**src/rtl/rls_pkg.sv**
```systemverilog
// Shared constants and helpers for the register list stack sequencer.
// Slot k of the internal list is the k-th register in save order.
package rls_pkg;

    localparam int NUM_SLOTS = 11;
    localparam int IDX_W     = 4;
    localparam int SLOT_W    = $clog2(NUM_SLOTS);

    typedef enum logic [IDX_W-1:0] {
        RIX_D0 = 4'd0, RIX_D1 = 4'd1, RIX_D2 = 4'd2, RIX_D3 = 4'd3,
        RIX_A0 = 4'd4, RIX_A1 = 4'd5, RIX_A2 = 4'd6, RIX_A3 = 4'd7,
        RIX_MDR = 4'd8, RIX_LIR = 4'd9, RIX_LAR = 4'd10
    } reg_idx_e;

    // Map a slot (save order position) to a register file index.
    function automatic logic [IDX_W-1:0] slot_reg(input logic [SLOT_W-1:0] s);
        case (s)
            4'd0:    slot_reg = RIX_D2;
            4'd1:    slot_reg = RIX_D3;
            4'd2:    slot_reg = RIX_A2;
            4'd3:    slot_reg = RIX_A3;
            4'd4:    slot_reg = RIX_D0;
            4'd5:    slot_reg = RIX_D1;
            4'd6:    slot_reg = RIX_A0;
            4'd7:    slot_reg = RIX_A1;
            4'd8:    slot_reg = RIX_MDR;
            4'd9:    slot_reg = RIX_LIR;
            default: slot_reg = RIX_LAR;
        endcase
    endfunction

endpackage

```
**src/rtl/rls_slot_expand.sv**
```systemverilog
// Expands the 8-bit register list mask into one pending bit per slot.
// Assumes: bits 2..0 of the mask carry no selection and are discarded.
module rls_slot_expand
    import rls_pkg::*;
#(
    parameter int MASK_W = 8,
    parameter int GROUP_N = 7
) (
    input  logic [MASK_W-1:0]    mask,
    output logic [NUM_SLOTS-1:0] slots
);
    localparam int SINGLE_N = NUM_SLOTS - GROUP_N;

    logic [MASK_W-1:0] used;

    // Keep only the selecting bits.
    assign used = mask & 8'hF8;

    genvar k;
    generate
        for (k = 0; k < SINGLE_N; k++) begin : g_single
            // Single registers: slot 0 follows mask bit 7, descending.
            assign slots[k] = used[MASK_W-1-k];
        end
        for (k = SINGLE_N; k < NUM_SLOTS; k++) begin : g_group
            // Group registers all follow the one group bit.
            assign slots[k] = used[MASK_W-1-SINGLE_N];
        end
    endgenerate
endmodule

```
**src/rtl/rls_slot_pick.sv**
```systemverilog
// Picks one pending slot: the lowest when FROM_TOP is 0 (save order),
// the highest when FROM_TOP is 1 (restore order).
// Assumes: output is don't-care when no slot is pending.
module rls_slot_pick #(
    parameter int N        = 11,
    parameter bit FROM_TOP = 1'b0,
    localparam int W       = $clog2(N)
) (
    input  logic [N-1:0] vec,
    output logic [N-1:0] sel_oh,
    output logic [W-1:0] sel_idx
);
    generate
        if (FROM_TOP) begin : g_high
            // Priority scan from the top slot downward.
            always_comb begin
                logic found;
                found   = 1'b0;
                sel_oh  = '0;
                sel_idx = '0;
                for (int i = N - 1; i >= 0; i--) begin
                    if (vec[i] && !found) begin
                        found     = 1'b1;
                        sel_oh[i] = 1'b1;
                        sel_idx   = W'(i);
                    end
                end
            end
        end else begin : g_low
            // Priority scan from slot zero upward.
            always_comb begin
                logic found;
                found   = 1'b0;
                sel_oh  = '0;
                sel_idx = '0;
                for (int i = 0; i < N; i++) begin
                    if (vec[i] && !found) begin
                        found     = 1'b1;
                        sel_oh[i] = 1'b1;
                        sel_idx   = W'(i);
                    end
                end
            end
        end
    endgenerate
endmodule

```
**src/rtl/rls_ptr_step.sv**
```systemverilog
// Computes the access address and the next pointer for one word.
// Save: pre-decrement. Restore: access at pointer, then increment.
module rls_ptr_step #(
    parameter int ADDR_W     = 32,
    parameter int WORD_BYTES = 4
) (
    input  logic              restore,
    input  logic [ADDR_W-1:0] ptr,
    output logic [ADDR_W-1:0] acc_addr,
    output logic [ADDR_W-1:0] next_ptr
);
    localparam logic [ADDR_W-1:0] STEP = ADDR_W'(WORD_BYTES);

    // Select address and pointer update by direction.
    always_comb begin
        if (restore) begin
            acc_addr = ptr;
            next_ptr = ptr + STEP;
        end else begin
            acc_addr = ptr - STEP;
            next_ptr = ptr - STEP;
        end
    end
endmodule

```
**src/rtl/regmask_stack_seq.sv**
```systemverilog
// Register list stack sequencer: saves or restores the registers picked by
// an 8-bit mask, one word per accepted memory cycle.
// Assumes: register read data is combinational from reg_rd_idx_o; memory
// completes a request in the cycle mem_valid_i is high.
module regmask_stack_seq
    import rls_pkg::*;
#(
    parameter int ADDR_W     = 32,
    parameter int DATA_W     = 32,
    parameter int FRAME_W    = 8,
    parameter int MASK_W     = 8,
    parameter int WORD_BYTES = 4
) (
    input  logic              clk,
    input  logic              rst_n,
    input  logic              start_i,
    input  logic              restore_i,
    input  logic [MASK_W-1:0] mask_i,
    input  logic [ADDR_W-1:0] sp_i,
    input  logic [FRAME_W-1:0] frame_i,
    output logic              busy_o,
    output logic              done_o,
    output logic [ADDR_W-1:0] sp_o,
    output logic              mem_req_o,
    output logic              mem_we_o,
    output logic [ADDR_W-1:0] mem_addr_o,
    output logic [DATA_W-1:0] mem_wdata_o,
    input  logic              mem_valid_i,
    input  logic [DATA_W-1:0] mem_rdata_i,
    output logic [IDX_W-1:0]  reg_rd_idx_o,
    input  logic [DATA_W-1:0] reg_rd_data_i,
    output logic              reg_we_o,
    output logic [IDX_W-1:0]  reg_wr_idx_o,
    output logic [DATA_W-1:0] reg_wr_data_o
);
    logic [NUM_SLOTS-1:0] pend_q, start_slots, pend_next;
    logic [NUM_SLOTS-1:0] lo_oh, hi_oh, cur_oh;
    logic [SLOT_W-1:0]    lo_idx, hi_idx, cur_slot;
    logic [ADDR_W-1:0]    ptr_q, acc_addr, next_ptr, start_ptr;
    logic                 dir_q, busy_q, done_q, xfer;
    logic [IDX_W-1:0]     cur_reg;

    rls_slot_expand #(.MASK_W(MASK_W)) u_expand (
        .mask  (mask_i),
        .slots (start_slots)
    );

    rls_slot_pick #(.N(NUM_SLOTS), .FROM_TOP(1'b0)) u_pick_lo (
        .vec (pend_q), .sel_oh (lo_oh), .sel_idx (lo_idx)
    );

    rls_slot_pick #(.N(NUM_SLOTS), .FROM_TOP(1'b1)) u_pick_hi (
        .vec (pend_q), .sel_oh (hi_oh), .sel_idx (hi_idx)
    );

    rls_ptr_step #(.ADDR_W(ADDR_W), .WORD_BYTES(WORD_BYTES)) u_step (
        .restore  (dir_q),
        .ptr      (ptr_q),
        .acc_addr (acc_addr),
        .next_ptr (next_ptr)
    );

    // Current slot: lowest pending on save, highest pending on restore.
    always_comb begin
        cur_oh   = dir_q ? hi_oh  : lo_oh;
        cur_slot = dir_q ? hi_idx : lo_idx;
        cur_reg  = slot_reg(cur_slot);
    end

    assign xfer      = busy_q & mem_valid_i;
    assign pend_next = pend_q & ~cur_oh;
    assign start_ptr = restore_i ? sp_i + ADDR_W'(frame_i) : sp_i;

    // Sequencer state: load on idle start, retire one slot per accepted word.
    always_ff @(posedge clk) begin
        if (!rst_n) begin
            pend_q <= '0;
            ptr_q  <= '0;
            dir_q  <= 1'b0;
            busy_q <= 1'b0;
            done_q <= 1'b0;
        end else begin
            done_q <= 1'b0;
            if (!busy_q && start_i) begin
                pend_q <= start_slots;
                dir_q  <= restore_i;
                ptr_q  <= start_ptr;
                busy_q <= |start_slots;
                done_q <= ~|start_slots;
            end else if (xfer) begin
                pend_q <= pend_next;
                ptr_q  <= next_ptr;
                if (pend_next == '0) begin
                    busy_q <= 1'b0;
                    done_q <= 1'b1;
                end
            end
        end
    end

    assign busy_o        = busy_q;
    assign done_o        = done_q;
    assign sp_o          = ptr_q;
    assign mem_req_o     = busy_q;
    assign mem_we_o      = busy_q & ~dir_q;
    assign mem_addr_o    = acc_addr;
    assign mem_wdata_o   = reg_rd_data_i;
    assign reg_rd_idx_o  = cur_reg;
    assign reg_we_o      = xfer & dir_q;
    assign reg_wr_idx_o  = cur_reg;
    assign reg_wr_data_o = mem_rdata_i;
endmodule

```
**config.mk**
```make
export PLATFORM = sky130hd
export DESIGN_NAME = regmask_stack_seq
export DESIGN_NICKNAME = d
export VERILOG_FILES = /design/src/rtl/rls_pkg.sv /design/src/rtl/rls_slot_expand.sv /design/src/rtl/rls_slot_pick.sv /design/src/rtl/rls_ptr_step.sv /design/src/rtl/regmask_stack_seq.sv
export SDC_FILE = /design/constraint.sdc
export NUM_CORES = 1
export LEC_CHECK = 0
export BUFFER_PORTS_ARGS = -buffer_cell sky130_fd_sc_hd__buf_2
export CORE_ASPECT_RATIO = 1.2
export CORE_MARGIN = 1.5
export CORE_UTILIZATION = 52
export DETAILED_ROUTE_END_ITERATION = 12
export PLACE_DENSITY = 0.88
export SYNTH_ARGS = -nofsm -noshare
export SYNTH_HDL_FRONTEND = slang
export SYNTH_SLANG_ARGS = --single-unit
```
**constraint.sdc**
```tcl
create_clock -name clk -period 4.7 [get_ports clk]
set_clock_uncertainty 0.2 [all_clocks]
set_input_delay 0.94 -clock clk [delete_from_list [all_inputs] [get_ports clk]]
set_output_delay 0.94 -clock clk [all_outputs]
set_load 0.02 [all_outputs]
```
After elaboration in Yosys (flattened, before gate mapping)

Memory sizes are Yosys's and may differ from the RTL's.
Cells that the tools add are included.

Flip-flop bits (word level): 46
ROM bits: 64
Bits of input ports: 117
Output and inout port bits: 141
Memories: 1

$add $sub $neg: 3
Multiplexer cells: 76
Bitwise operators: 6
Reduce and logical (&&, ||, !) cells: 48

Memory list:

| memory          | depth | bits a word | rd ports | clocked after Yosys merged registers in | wr ports | RTL line      | RTL |
|---|---|---|---|---|---|---|---|
| (no name shown) | 16    | 4           | 1        | 0                                       | 0        | rls_pkg.sv:17 | `case (s)` |

Operator list:

| operator                | number |
|---|---|
| $mux W32                | 5 |
| $mux W4                 | 15 |
| $mux W1                 | 47 |
| $mux W11                | 3 |
| $add A32 B3 Y32 const B | 1 |
| $add A32 B8 Y32         | 1 |
| $sub A32 B3 Y32 const B | 1 |
| $logic_not A1 Y1        | 22 |
| $logic_and A1 B1 Y1     | 21 |
| $mux W3                 | 4 |
| $and A11 B11 Y11        | 1 |
| $logic_not A11 Y1       | 1 |
| $not A11 Y11            | 1 |
| $reduce_or A5 Y1        | 1 |
| $mux W2                 | 2 |
| $reduce_bool A2 Y1      | 2 |
| $and A1 B1 Y1           | 3 |
| $reduce_and A2 Y1       | 1 |
| $not A1 Y1              | 1 |

Logic depth before layout (Yosys ltp)

Depth in word-level cells: 38
Mapped depth: 10

Modules after synthesis

A second synthesis with hierarchy kept.

Cells, all modules: 810
Area, all modules: 5743.0 um2

Modules (own cells, without submodules):

| module                    | instances | cells each | area each (um2) |
|---|---|---|---|
| regmask_stack_seq         | 1         | 535        | 3818.7 |
| rls_ptr_step              | 1         | 204        | 1431.4 |
| rls_slot_pick (u_pick_lo) | 1         | 31         | 214.0 |
| rls_slot_pick (u_pick_hi) | 1         | 29         | 196.4 |
| rls_slot_expand           | 1         | 11         | 82.6 |

Least setup slack after synthesis

No wires, ideal clock.

Path kind: flip-flop to output port
Start: register ptr_q[4], in the netlist sp_o[4]
End: output port mem_addr_o[31]
Data arrival time: 2231 ps
Required time: 3560 ps
Slack: 1329 ps
Cell stages (with the launch flop): 7
Path buffers: 1
Cells stage by stage: dfxtp_1 clkbuf_1 nor4_1 nand4_1 or2_1 nor3_1 xor2_1

Cells in the longest elaborated chain, start to end: 2

RTL lines:

| element                  | RTL line                | RTL |
|---|---|---|
| start: declaration       | regmask_stack_seq.sv:39 | `logic [ADDR_W-1:0] ptr_q, acc_addr, next_ptr, start_ptr;` |
| start signal: assignment | regmask_stack_seq.sv:87 | `ptr_q <= start_ptr;` |
| start signal: assignment | regmask_stack_seq.sv:92 | `ptr_q <= next_ptr;` |
| $sub A32 B3 Y32          | rls_ptr_step.sv:20      | `acc_addr = ptr - STEP;` |
| $mux W32                 | rls_ptr_step.sv:16      | `if (restore) begin` |
| end: declaration         | regmask_stack_seq.sv:26 | `output logic [ADDR_W-1:0] mem_addr_o,` |

Every way passes these cells.

Worst setup path after layout

Start: register ptr_q[4], in the netlist sp_o[4]
End: output port mem_addr_o[17]

Same word-level chain as after synthesis.

==> results.py <==
metrics = {
    "logic_synthesis": {
        "synth_area_mm2": 0.00529,
        "synth_top_area_cell": "dfxtp_1",
        "synth-edff-count": 0,
        "synth_seq_cells": 46,
        "synth_cell_types": 75,
        "yosysSeqAreaShare_pct": 17.4,
        "async_reset_ff_share_pct": 0,
        "synth_cells": 732,
        "synthTopCellsByArea": "dfxtp_1 (17%), buf_4 (10%), xor2_1 (6.6%)",
        "syn-mean-instance-area_um2": 7.23,
        "netlist.area_leader.share_pct": 17.4,
        "synth.net_count": 862,
        "synthesis.yosys.warnings": 0,
        "synth_flop_cell": "dfxtp_1",
    },
    "global_routing": {
        "grt_max_degree": 40,
        "grt_pass1_vias": 5177,
        "grt.overflow.total": 0,
        "antenna_found_initial": 0,
        "grt_pass1_wl_um": 25600,
        "grt_usage_pct": 29.7,
    },
    "placed_design": {
        "io_buffer_count": 126,
        "place_inst": 866,
        "globalplace.congestion": 0.976,
        "dp_hpwl_um": 12300,
    },
    "min_path": {
        "hold_start": "sp_o[1]",
        "holdPathStages": 2,
        "hold_path.class": "reg -> reg",
        "hold_end": "sp_o[1]",
    },
    "die": {
        "die_x_um": 95.1,
        "start_util_pct": 53.2,
        "ios": 258,
        "die_h_um": 114,
        "num_rows": 40,
        "die-area_mm2": 0.0108,
        "coreArea_mm2": 0.00996,
    },
    "timing": {
        "finalMaxSlewViolations": 0,
        "finalSetupViolCount": 0,
        "fmax_mhz": 251,
        "period_share_pct": 84.8,
        "timing.slew.headroom_pct": 34.4,
        "rsz0062_at_grt": "no",
        "fin_tns_setup_ps": 0,
        "tightest_slew_ps": 976,
        "hold_viol_final": 0,
        "min_period_ps": 3990,
    },
    "power_and_ir_drop": {
        "pwr-share-seq_pct": 31.8,
        "total_power_mw": 1.61,
        "internal-power_mw": 0.906,
        "combPwrFrac_pct": 45.2,
        "vdd_drop_max_v": 0.000159,
        "switching_share_pct": 43.8,
        "power_density_mw_per_mm2": 292,
        "switching_power_mw": 0.706,
        "clkPwrFrac_pct": 23.0,
        "power.leakage_nw": 2.29,
    },
    "cells_and_area": {
        "drive_gt1_share_pct": 21.7,
        "antenna_cells": 0,
        "final_cell_count_no_fill": 874,
        "synthToLayoutAreaGrowth_pct": 4.37,
        "fin_nets": 877,
    },
    "setup_path": {
        "crit_path_end_kind": "output port",
        "crit_arrival_ps": 2850,
        "crit_family": "simple AND/OR/NAND/NOR gates",
        "reg2reg_from": "sp_o[4]",
        "cpPeakStageDelay_ps": 800,
        "crit_type": "reg -> out",
        "crit_buf_inv": 1,
        "crit_cells": 5,
        "cp-start-kind": "flop",
        "slowest_stage": "nor4_1",
        "reg2regPathDepth": 6,
        "crit_path_max_fanout": 11,
        "required_ps": 3560,
        "r2r_end": "sp_o[17]",
        "r2r_slack_ps": 1770,
        "path_cells": "nor3_1 -> nand4_1 -> nor4_1 -> xor2_1 -> buf_2",
    },
    "clocking": {
        "ctsLongestPathBuffers": 2,
        "cts_buffers": 5,
        "clk_pin_slew_ps": 70,
        "postCtsResizedCells": 0,
        "post_cts_buffers": 0,
        "insertion_delay_ps": 290,
        "cts_tree": "built",
        "cts.sinks": 46,
        "htree_levels": 2,
        "cts_hold_buf": 0,
        "clockRootBuffer": "clkbuf_16",
    },
    "drt": {
        "wirelength_um": 16200,
        "drc": 0,
        "ant_nets": 0,
        "via_per_inst": 6.39,
        "drt-wirelength-per-cell_um": 18.6,
        "vias": 5586,
        "drt_pre_antenna_iters": 5,
        "drt_iter0_drc": 704,
    },
    "run": {
        "max_cap_violations": 0,
    },
    "run_status": {
        "status": "complete, no violations",
    },
}
-- cell type report --
class                   count  area (um^2)
inverters                  21         78.8
clock buffers               6          139
clock inverters             2         12.5
well taps                 126          158
multi-input cells         538         3520
fillers                   970         4430
repair buffers            135          698
flip-flops and latches     46          921
-- per-stage QoR --
| stage | hold slack (ps) | cell area (um^2) | worst slack (ps) | util [%] |
|---|---|---|---|---|
| floorplan | 316 | 5290 | 1330 | - |
| global placement | 297 | 5370 | 1110 | 54.0 |
| detailed placement | 301 | 5370 | 1100 | 54.0 |
| CTS | 312 | 5530 | 764 | 55.5 |
| global route | 327 | 5530 | 561 | 55.5 |
| finish | 313 | 5530 | 715 | 55.5 |
-- cell families (layout without fill, tap and decap cells) --
| group | after synthesis | after routing | share of synthesized area (%) |
|---|---|---|---|
| fa+ha+maj | 14 | 14 | 3.43 |
| buf+inv | 148 | 164 | 16.2 |
| compound gates | 179 | 179 | 23.0 |
| simple gates | 264 | 264 | 26.4 |
| xor+xnor | 72 | 72 | 11.9 |
| mux | 9 | 9 | 1.70 |
| flops | 46 | 46 | 17.4 |
-- worst max-delay path by stage --
stage,from,to,slack [ps]
after floorplan,sp_o[4],mem_addr_o[31],1330
after global placement,sp_o[4],mem_addr_o[17],1110
after detailed placement,sp_o[4],mem_addr_o[17],1100
after CTS,sp_o[4],mem_addr_o[17],760
after global routing,sp_o[4],mem_addr_o[17],560
final,sp_o[4],mem_addr_o[17],710
-- state kept, by name, indices dropped and copies added (netlist names) --
| signal | count |
|---|---|
| done_o | 1 |
| busy_o | 1 |
| sp_o | 32 |
| dir_q | 1 |
| pend_q | 11 |
-- layer usage --
metal | part of all wire, % | vias to the layer above | global-route usage, %
li1 | - | 2640 | -
met1 | 38 | 2539 | 36.0
met2 | 48 | 325 | 49.1
met3 | 8.6 | 82 | 4.87
met4 | 5.3 | 0 | 16.9
met5 | 0 | - | 0
-- cells in the mapped netlist (3+ instances only) --
| library cell | count |
|---|---|
| nor4_1 | 18 |
| mux2i_1 | 9 |
| o32ai_1 | 4 |
| o21ai_0 | 22 |
| dfxtp_1 | 46 |
| or3_1 | 9 |
| o221ai_1 | 6 |
| nor2b_1 | 5 |
| xor2_1 | 40 |
| nand2_1 | 53 |
| nor4b_1 | 3 |
| a211oi_1 | 12 |
| o22ai_1 | 9 |
| o41ai_1 | 4 |
| nor3_1 | 26 |
| o2111ai_1 | 3 |
| o21bai_1 | 4 |
| nand4_1 | 19 |
| and3_1 | 11 |
| buf_1 | 5 |
| or2_2 | 5 |
| nand2b_1 | 3 |
| a221oi_1 | 4 |
| o311ai_0 | 3 |
| o31ai_1 | 3 |
| o211ai_1 | 19 |
| ha_1 | 12 |
| and2_1 | 6 |
| buf_4 | 71 |
| nand3_1 | 23 |
| or4_1 | 7 |
| clkbuf_1 | 47 |
| inv_1 | 19 |
| a21oi_1 | 51 |
| nor2_1 | 55 |
| xnor2_1 | 32 |
| and4_1 | 7 |
| a2111oi_0 | 3 |
| a31oi_1 | 6 |
| o21a_1 | 4 |
-- power groups by stage --
stage / sequential (mW) / clock (mW) / combinational (mW)
2_1_floorplan: 0.504 / 0 / 0.602
3_3_place_gp: 0.518 / 0 / 0.708
3_5_place_dp: 0.519 / 0 / 0.718
4_1_cts: 0.510 / 0.374 / 0.721
5_1_grt: 0.521 / 0.386 / 0.788
6_report: 0.513 / 0.371 / 0.728
-- placed cells by master, fill, tap and decap left out, drive strengths merged, types with 4 or more instances in the layout --
cell type	instances
buf	135
nor2	55
nand2	54
a21oi	51
dfxtp	46
xor2	40
xnor2	32
nor3	26
nand3	23
o21ai	22
inv	20
nand4	20
o211ai	19
nor4	19
a211oi	12
ha	12
and3	11
or3	10
mux2i	9
o22ai	9
or4	8
and4	7
and2	7
o221ai	6
a31oi	6
or2	6
clkbuf	6
nor2b	5
o41ai	4
o21bai	4
o32ai	4
o21a	4
a221oi	4
-- worst reg2reg max path, delay by kind of cell (launching register included) --
| family | cells | cell delay [ps] |
|---|---|---|
| simple gates | 4 | 1920 |
| flops | 1 | 420 |
| compound gates | 2 | 350 |
Note: power is estimated with default switching activity, not from simulation.
